==> src/rtl/wdog_pkg.sv <==
package wdog_pkg;

  typedef enum logic [1:0] {
    STG_WATCH = 2'b00,
    STG_WARN  = 2'b01,
    STG_BITE  = 2'b10
  } stage_e;

  // Rounds the ms value down to a 10 ms step, clamps it to 50..500, then scales by kHz.
  function automatic int unsigned ms_to_cycles(input int unsigned khz, input int unsigned ms);
    int unsigned stepped;
    stepped = (ms / 10) * 10;
    if (stepped < 50)  stepped = 50;
    if (stepped > 500) stepped = 500;
    return khz * stepped;
  endfunction

  function automatic int unsigned pick_timeout(input bit time_mode, input int unsigned cycles,
                                               input int unsigned khz, input int unsigned ms);
    int unsigned t;
    t = time_mode ? ms_to_cycles(khz, ms) : cycles;
    if (t == 0) t = 1;
    return t;
  endfunction

  function automatic int unsigned max_u(input int unsigned a, input int unsigned b);
    return (a > b) ? a : b;
  endfunction

endpackage

==> src/rtl/wdog_rst_sync.sv <==
module wdog_rst_sync #(
  parameter int unsigned STAGES = 2
) (
  input  logic clk_i,
  input  logic arst_ni,
  output logic srst_no
);
  logic [STAGES-1:0] chain_q;
  logic [STAGES-1:0] chain_d;

  always_comb begin
    chain_d = {chain_q[STAGES-2:0], 1'b1};
  end

  always_ff @(posedge clk_i or negedge arst_ni) begin
    if (!arst_ni) chain_q <= '0;
    else          chain_q <= chain_d;
  end

  assign srst_no = chain_q[STAGES-1];
endmodule

==> src/rtl/wdog_kick_sync.sv <==
module wdog_kick_sync #(
  parameter int unsigned SYNC_STAGES = 2
) (
  input  logic clk_i,
  input  logic rst_ni,
  input  logic kick_i,
  output logic kick_pulse_o
);
  logic [SYNC_STAGES-1:0] sync_q;
  logic                   prev_q;

  genvar g;
  generate
    for (g = 0; g < SYNC_STAGES; g++) begin : g_sync
      logic stage_d;
      if (g == 0) begin : g_first
        assign stage_d = kick_i;
      end else begin : g_rest
        assign stage_d = sync_q[g-1];
      end
      always_ff @(posedge clk_i or negedge rst_ni) begin
        if (!rst_ni) sync_q[g] <= 1'b0;
        else         sync_q[g] <= stage_d;
      end
    end
  endgenerate

  always_ff @(posedge clk_i or negedge rst_ni) begin
    if (!rst_ni) prev_q <= 1'b0;
    else         prev_q <= sync_q[SYNC_STAGES-1];
  end

  assign kick_pulse_o = sync_q[SYNC_STAGES-1] & ~prev_q;
endmodule

==> src/rtl/wdog_counter.sv <==
module wdog_counter #(
  parameter int unsigned CNT_W = 8
) (
  input  logic             clk_i,
  input  logic             rst_ni,
  input  logic             clr_i,
  input  logic             inc_i,
  input  logic [CNT_W-1:0] last_i,
  output logic [CNT_W-1:0] count_o,
  output logic             hit_o
);
  logic [CNT_W-1:0] count_q;
  logic [CNT_W-1:0] count_d;
  logic             count_en;

  assign hit_o    = inc_i & (count_q == last_i);
  assign count_en = clr_i | inc_i;

  always_comb begin
    count_d = count_q;
    if (clr_i || hit_o) count_d = '0;
    else if (inc_i)     count_d = count_q + 1'b1;
  end

  always_ff @(posedge clk_i or negedge rst_ni) begin
    if (!rst_ni)       count_q <= '0;
    else if (count_en) count_q <= count_d;
  end

  assign count_o = count_q;
endmodule

==> src/rtl/wdog_stage_ctrl.sv <==
module wdog_stage_ctrl
  import wdog_pkg::*;
(
  input  logic   clk_i,
  input  logic   rst_ni,
  input  logic   kick_pulse_i,
  input  logic   run_en_i,
  input  logic   hit_i,
  output stage_e stage_o,
  output logic   clr_o,
  output logic   inc_o,
  output logic   nmi_o,
  output logic   rst_o
);
  stage_e stage_q, stage_d;
  logic   nmi_q, rst_q;
  logic   bitten;

  assign bitten = (stage_q == STG_BITE);
  assign clr_o  = kick_pulse_i & ~bitten;
  assign inc_o  = run_en_i & ~kick_pulse_i & ~bitten;

  always_comb begin
    stage_d = stage_q;
    case (stage_q)
      STG_WATCH: begin
        if (hit_i) stage_d = STG_WARN;
      end
      STG_WARN: begin
        if (kick_pulse_i) stage_d = STG_WATCH;
        else if (hit_i)   stage_d = STG_BITE;
      end
      STG_BITE: stage_d = STG_BITE;
      default:  stage_d = STG_BITE;
    endcase
  end

  always_ff @(posedge clk_i or negedge rst_ni) begin
    if (!rst_ni) begin
      stage_q <= STG_WATCH;
      nmi_q   <= 1'b0;
      rst_q   <= 1'b0;
    end else begin
      stage_q <= stage_d;
      nmi_q   <= (stage_d == STG_WARN);
      rst_q   <= (stage_d == STG_BITE);
    end
  end

  assign stage_o = stage_q;
  assign nmi_o   = nmi_q;
  assign rst_o   = rst_q;
endmodule

==> src/rtl/wdog_escalator.sv <==
module wdog_escalator
  import wdog_pkg::*;
#(
  parameter bit          TIME_MODE     = 1'b0,
  parameter int unsigned STAGE1_CYCLES = 1000000,
  parameter int unsigned STAGE2_CYCLES = 500000,
  parameter int unsigned CLK_KHZ       = 100000,
  parameter int unsigned STAGE1_MS     = 100,
  parameter int unsigned STAGE2_MS     = 100,
  parameter int unsigned SYNC_STAGES   = 2
) (
  input  logic clk_i,
  input  logic rst_ni,
  input  logic kick_i,
  input  logic run_en_i,
  output logic nmi_o,
  output logic rst_o
);
  localparam int unsigned T1    = pick_timeout(TIME_MODE, STAGE1_CYCLES, CLK_KHZ, STAGE1_MS);
  localparam int unsigned T2    = pick_timeout(TIME_MODE, STAGE2_CYCLES, CLK_KHZ, STAGE2_MS);
  localparam int unsigned TMAX  = max_u(T1, T2);
  localparam int unsigned CNT_W = (TMAX < 2) ? 1 : $clog2(TMAX);
  localparam logic [CNT_W-1:0] LAST1 = CNT_W'(T1 - 1);
  localparam logic [CNT_W-1:0] LAST2 = CNT_W'(T2 - 1);

  logic             srst_n;
  logic             kick_pulse;
  stage_e           stage;
  logic [CNT_W-1:0] count;
  logic [CNT_W-1:0] last;
  logic             cnt_clr, cnt_inc, cnt_hit;

  wdog_rst_sync #(.STAGES(2)) u_rst_sync (
    .clk_i   (clk_i),
    .arst_ni (rst_ni),
    .srst_no (srst_n)
  );

  wdog_kick_sync #(.SYNC_STAGES(SYNC_STAGES)) u_kick_sync (
    .clk_i        (clk_i),
    .rst_ni       (srst_n),
    .kick_i       (kick_i),
    .kick_pulse_o (kick_pulse)
  );

  assign last = (stage == STG_WARN) ? LAST2 : LAST1;

  wdog_counter #(.CNT_W(CNT_W)) u_counter (
    .clk_i   (clk_i),
    .rst_ni  (srst_n),
    .clr_i   (cnt_clr),
    .inc_i   (cnt_inc),
    .last_i  (last),
    .count_o (count),
    .hit_o   (cnt_hit)
  );

  wdog_stage_ctrl u_ctrl (
    .clk_i        (clk_i),
    .rst_ni       (srst_n),
    .kick_pulse_i (kick_pulse),
    .run_en_i     (run_en_i),
    .hit_i        (cnt_hit),
    .stage_o      (stage),
    .clr_o        (cnt_clr),
    .inc_o        (cnt_inc),
    .nmi_o        (nmi_o),
    .rst_o        (rst_o)
  );
endmodule

==> config.mk <==
export PLATFORM = sky130hd
export DESIGN_NAME = wdog_escalator
export DESIGN_NICKNAME = d
export VERILOG_FILES = /design/src/rtl/wdog_pkg.sv /design/src/rtl/wdog_rst_sync.sv /design/src/rtl/wdog_kick_sync.sv /design/src/rtl/wdog_counter.sv /design/src/rtl/wdog_stage_ctrl.sv /design/src/rtl/wdog_escalator.sv
export SDC_FILE = /design/constraint.sdc
export NUM_CORES = 1
export LEC_CHECK = 0
export BUFFER_PORTS_ARGS = -buffer_cell sky130_fd_sc_hd__buf_2
export CAP_MARGIN = 15
export CORE_ASPECT_RATIO = 2
export CORE_UTILIZATION = 30
export CTS_CLUSTER_SIZE = 8
export DETAILED_ROUTE_END_ITERATION = 12
export PLACE_DENSITY = 0.43
export SYNTH_ARGS = -nofsm -noshare
export SYNTH_HDL_FRONTEND = slang
export SYNTH_HIERARCHICAL = 1
export SYNTH_SLANG_ARGS = --single-unit
==> constraint.sdc <==
create_clock -name clk_i -period 0.9 [get_ports clk_i]
set_input_delay 0.045 -clock clk_i [delete_from_list [all_inputs] [get_ports clk_i]]
set_output_delay 0.045 -clock clk_i [all_outputs]
set_load 0.05 [all_outputs]
# Yosys cells after proc, flatten, opt, wreduce, memory -nomap -nowiden
# Index checks and enable logic that the tools add are counted.
totals:
  ram_bits: 0
  elab_cells: 34
  romBits: 0
  mem_count: 0
  ff_bits: 29
  inputBits: 4
  latch_bits: 0
  output_inout_bits: 2
op_classes:
  n_reduce_logical: 4
  n_bitwise: 9
  n_mul: 0
  n_div: 0
  eq_ne: 5
  mux: 7
  shifts: 0
  order_cmp: 0
  n_addsub: 1
ops:
  columns: ["operator", "count"]
  rows:
  - ["20-bit 2-to-1 mux", 3]
  - ["20-bit by 1-bit adder with 20-bit output (second input constant)", 1]
  - ["20-bit equality test", 1]
  - ["2-bit 2-to-1 mux", 3]
  - ["1-bit bitwise AND", 5]
  - ["2-bit by 1-bit equality test with 1-bit output (second input constant)", 2]
  - ["2-bit equality test (second input constant)", 2]
  - ["2-bit case mux with 2 select lines", 1]
  - ["1-bit inverter", 3]
  - ["2-bit logical NOT", 1]
  - ["2-bit AND reduction", 1]
  - ["2-bit nonzero test", 1]
  - ["1-bit logical OR", 1]
  - ["1-bit bitwise OR", 1]

# Longest topological paths before layout
depth:
  ltp_word: 10
  depth_mapped: 8
  depth_no_buf: 7

# By module
# Netlist, hierarchy kept.
by_module_without_submodules:
  columns: ["module", "seq_area_each_um2", "cells_per_inst", "n_inst", "area_each_um2"]
  rows:
  - ["wdog_counter", 500.5, 129, 1, 1232.4]
  - ["wdog_stage_ctrl", 100.1, 15, 1, 176.4]
  - ["wdog_kick_sync", 75.1, 4, 1, 88.8]
  - ["wdog_rst_sync", 50.0, 3, 1, 53.8]
  - ["wdog_escalator", 0.0, 4, 1, 20.0]

# Worst setup path before layout
# No wires, ideal clock.
synth_path:
  path_kind: "reg-to-reg"
  from: "register u_ctrl.stage_q[1] (netlist: u_ctrl/stage_o[1])"
  to: "register u_ctrl.nmi_q (netlist: u_ctrl/nmi_o)"
  path_slack_ns: -1.202
  n_path_buf: 0
  setup_ns: 0.121
  path_stages_with_launch: 8
  t_arrival_ns: 1.981
  required_ns: 0.779
  period_less_slack_ns: 2.102
  cell_sequence: "dfrtp_1 > nand2b_1 > xor2_1 > nor4_1 > nand4_1 > nor3_1 > nor2_2 > a22o_1"
synth_via:
  elab_chain_len: 8
  word_cells_on_any_way: 13
  cone_classes: "eq/ne: 4; mux: 5; bitwise: 3; reduce/logical: 1"
synth_rtl:
  columns: ["item", "line_no", "rtl"]
  rows:
  - ["start, declared", "wdog_stage_ctrl.sv:15", "stage_e stage_q, stage_d;"]
  - ["start signal, assigned", "wdog_stage_ctrl.sv:44", "stage_q <= stage_d;"]
  - ["2-bit by 1-bit equality test with 1-bit output *", "wdog_escalator.sv:46", "assign last = (stage == STG_WARN) ? LAST2 : LAST1;"]
  - ["20-bit 2-to-1 mux *", "wdog_escalator.sv:46", null]
  - ["named net last[14]", "wdog_escalator.sv:30", "logic [CNT_W-1:0] last;"]
  - ["20-bit equality test *", "wdog_counter.sv:16", "assign hit_o = inc_i & (count_q == last_i);"]
  - ["1-bit bitwise AND *", "wdog_counter.sv:16", null]
  - ["named net cnt_hit", "wdog_escalator.sv:31", "logic cnt_clr, cnt_inc, cnt_hit;"]
  - ["2-bit 2-to-1 mux", "wdog_stage_ctrl.sv:31", "else if (hit_i) stage_d = STG_BITE;"]
  - ["2-bit 2-to-1 mux", "wdog_stage_ctrl.sv:30", "if (kick_pulse_i) stage_d = STG_WATCH;"]
  - ["2-bit case mux with 2 select lines *", "wdog_stage_ctrl.sv:25", "case (stage_q)"]
  - ["2-bit by 1-bit equality test with 1-bit output *", "wdog_stage_ctrl.sv:45", "nmi_q <= (stage_d == STG_WARN);"]
  - ["end signal, assigned", "wdog_stage_ctrl.sv:45", null]
  - ["end, declared", "wdog_stage_ctrl.sv:16", "logic nmi_q, rst_q;"]
# The timed path passes the listed nets; every way through them passes the cells marked *.
# A chain may end at the register's enable or synchronous reset.

# Worst setup path after layout
layout_path:
  from: "register u_ctrl.stage_q[0] (netlist: u_ctrl/stage_o[0])"
  to: "register u_ctrl.nmi_q (netlist: u_ctrl/nmi_o)"
# Same word-level chain as after synthesis.

==> flow_summary.toml <==
[outcome]
status = "complete, but fails checks"
violations = "setup timing"

[power_and_ir_drop]
pwr-share-clk = 0.383
p_seq_frac = 0.474
internal_power_mw = 2.17
p_per_area_mw_per_mm2 = 1210
p_sw_uw = 714
total_leakage_power_nw = 1.17
comb_power_share = 0.143
switching_share = 0.248
ir_drop_v = 0.00110

[hold_path]
hp-class = "in -> async"

[floorplan]
die_w_um = 53.2
pin_count = 6
num_rows = 36
die_area_mm2 = 0.00555
die_h_um = 104
core_area_mm2 = 0.00495
start_util = 0.317

[logic_synthesis]
synth_edf_count = 0
syn_area_per_cell_um2 = 10.1
ys_types = 35
synth_warnings = 6
syn-cell-area_mm2 = 0.00157
ys_ff_latch = 29
ys_seq_area_frac = 0.462
ys.flop_type = "dfrtp_1"
async_flop_share = 1.00
synthCells = 155

[global_routing]
antenna_found_initial = 0
first_global_vias = 1428
gr-usage-all-layers = 0.166
grt_overflow = 0
grt_pass1_wl_um = 6610
grt_max_degree = 28

[sta]
finalWorstSetupSlack_ns = -1.09
min_period_over_period = 2.21
max_freq_ghz = 0.503
hold_viol = 0
rsz0062_at_grt = "true"
setup_viol = 24
fin_skew_ns = 0.00658
period_minus_slack_ns = 1.99
finalMaxSlewViolations = 0
setup_tns_ns = -25.56

[routing]
drt_wl_total_um = 4050
vias = 1367
drc = 0
vias_per_cell = 4.75
post_drt_wl_per_cell_um = 14.1
drtIter0Drc = 15
drt_first_pass_iters = 4
ant_nets = 0

[worst_setup_path]
start_kind = "flip-flop"
cp.arrival_ns = 2.14
required_ns = 1.05
worstSetupPathType = "reg -> reg"
reg2regPathDepth = 8
crit_fanout = 3
endpoint_kind = "flip-flop"

[clock_network]
clkTransAtPathRegs_ns = 0.07
cts-root-buf = "clkbuf_8"
clk_latency_ns = 0.27
cts_buffers = 5
cts_tree = "done"
htreeDepth = 2
clk_path_buf_depth = 2
clkSinkCount = 29

[layout]
fin_util = 0.479
drive_above_1_share = 0.390
final_nets = 235
area_delta_synth_final_pct = 51.0
diodes = 0
design_area_mm2 = 0.00237
fill_cells = 485

[placement]
pre_cts_ws_ns = -1.24
placed_area_mm2 = 0.00205
post-dp-hpwl_um = 2910
portBuffers = 5
routabilityCongestion = 0.911

[flow_run]
maxCapViolCount = 0
-- critical path, cell delays in order, from the launching register on --
cell,delay [ns]
dfrtp_2,0.42
nor2b_4,0.15
xor2_1,0.16
nor4_1,0.25
nand4_1,0.20
buf_4,0.20
nor3_4,0.20
nor2_2,0.06
a22o_1,0.22
-- state kept, by name, summed over array words and instances (netlist names) --
| signal | count |
|---|---|
| u_rst_sync/chain_q | 2 |
| u_counter/count_o | 20 |
| u_ctrl/nmi_o | 1 |
| u_kick_sync/g_sync.stage_d | 1 |
| u_kick_sync/sync_q | 1 |
| u_ctrl/stage_o | 2 |
| u_ctrl/rst_o | 1 |
| u_kick_sync/prev_q | 1 |
-- metal layers --
layer,track usage,share of wire,vias to the layer above
li1,-,-,661
met1,0.174,0.37,668
met2,0.296,0.57,25
met3,0.0307,0.021,13
met4,0.0789,0.044,0
met5,0,0,-
-- cells in the mapped netlist (2+ instances only) --
cell type	instances	area [um^2]
nand4_1	3	18.8
xnor2_1	10	87.6
nor2_1	22	82.6
and3_1	2	12.5
nand2b_1	2	12.5
a22o_1	2	17.5
nor4_1	5	31.3
o21ai_0	2	10.0
nor3_1	3	15.0
conb_1	3	11.3
inv_1	5	18.8
dfrtp_1	29	726
xor2_1	28	245
a21o_2	2	17.5
nand2_1	8	30.0
nand3_1	10	50.1
-- cell usage in the layout, fill, tap and decap left out, types with 3 or more instances in the layout --
cell type and n:
buf_4 43, xor2_1 28, dfrtp_1 27, nor2_1 17
conb_1 14, xnor2_1 10, nand3_1 10, buf_6 8
nand2_1 7, clkbuf_8 6, nor2_2 6, inv_1 5
buf_2 3, nor4_1 3, nand4_1 3
-- kinds of logic after synthesis --
| family | Yosys count | synth area share |
|---|---|---|
| compound gates | 14 | 0.0780 |
| xor+xnor | 38 | 0.212 |
| fa+ha+maj | 1 | 0.00796 |
| buf+inv | 7 | 0.0215 |
| flops | 29 | 0.462 |
| other cells | 3 | 0.00717 |
| simple gates | 63 | 0.212 |
-- layout make-up --
type / instances / area [um^2] / area share
Timing Repair Buffer: 59 / 515 / 0.217
Tap cell: 57 / 71.3 / 0.0301
Clock buffer: 8 / 90.1 / 0.0380
Inverter: 5 / 18.8 / 0.00791
Sequential cell: 29 / 728 / 0.307
Multi-Input combinational cell: 130 / 948 / 0.400
-- per-stage QoR --
step | hold WS (ns) | std cells | power (mW)
5_1_grt | 0.100 | 288 | 3.01
3_5_place_dp | -0.167 | 267 | 1.72
6_report | 0.0859 | 288 | 2.88
2_1_floorplan | -0.251 | 166 | 1.54
3_3_place_gp | -0.171 | 267 | 1.71
4_1_cts | 0.0839 | 283 | 2.88
-- what timing repair did --
action | in CTS | in global routing
cloned | 1 | 0
hold buffers | 2 | 0
gates resized for setup | 10 | 20
buffers inserted | 5 | 5
pin swaps | 5 | 11
endpoints found under the hold margin | 3 | 0
endpoints found under the setup margin | 26 | 25
-- worst paths after layout --
kind	from	to	slack [ns]
min in group clk_i	u_rst_sync/chain_q[0]$_DFF_PN0_	u_rst_sync/chain_q[1]$_DFF_PN0_	0.36
max in group asynchronous	u_rst_sync/chain_q[1]$_DFF_PN0_	u_counter/count_o[6]$_DFFE_PN0P_	0.51
worst min-delay path	rst_ni	u_rst_sync/chain_q[1]$_DFF_PN0_	0.09
worst max register to register	u_ctrl/stage_o[0]$_DFF_PN0_	u_ctrl/nmi_o$_DFF_PN0_	-1.09
worst max-delay path	u_ctrl/stage_o[0]$_DFF_PN0_	u_ctrl/nmi_o$_DFF_PN0_	-1.09
worst min register to register	u_rst_sync/chain_q[1]$_DFF_PN0_	u_kick_sync/g_sync[1].stage_d$_DFF_PN0_	0.21
-- power by group through the flow --
stage          sequential, mW  clock [mW]  combinational, mW
6_report                 1.36        1.10              0.413
5_1_grt                  1.37        1.19              0.450
4_1_cts                  1.36        1.15              0.371
3_5_place_dp             1.39           0              0.330
3_3_place_gp             1.39           0              0.327
2_1_floorplan            1.41           0              0.130
Power figures use the tool's default switching activity.
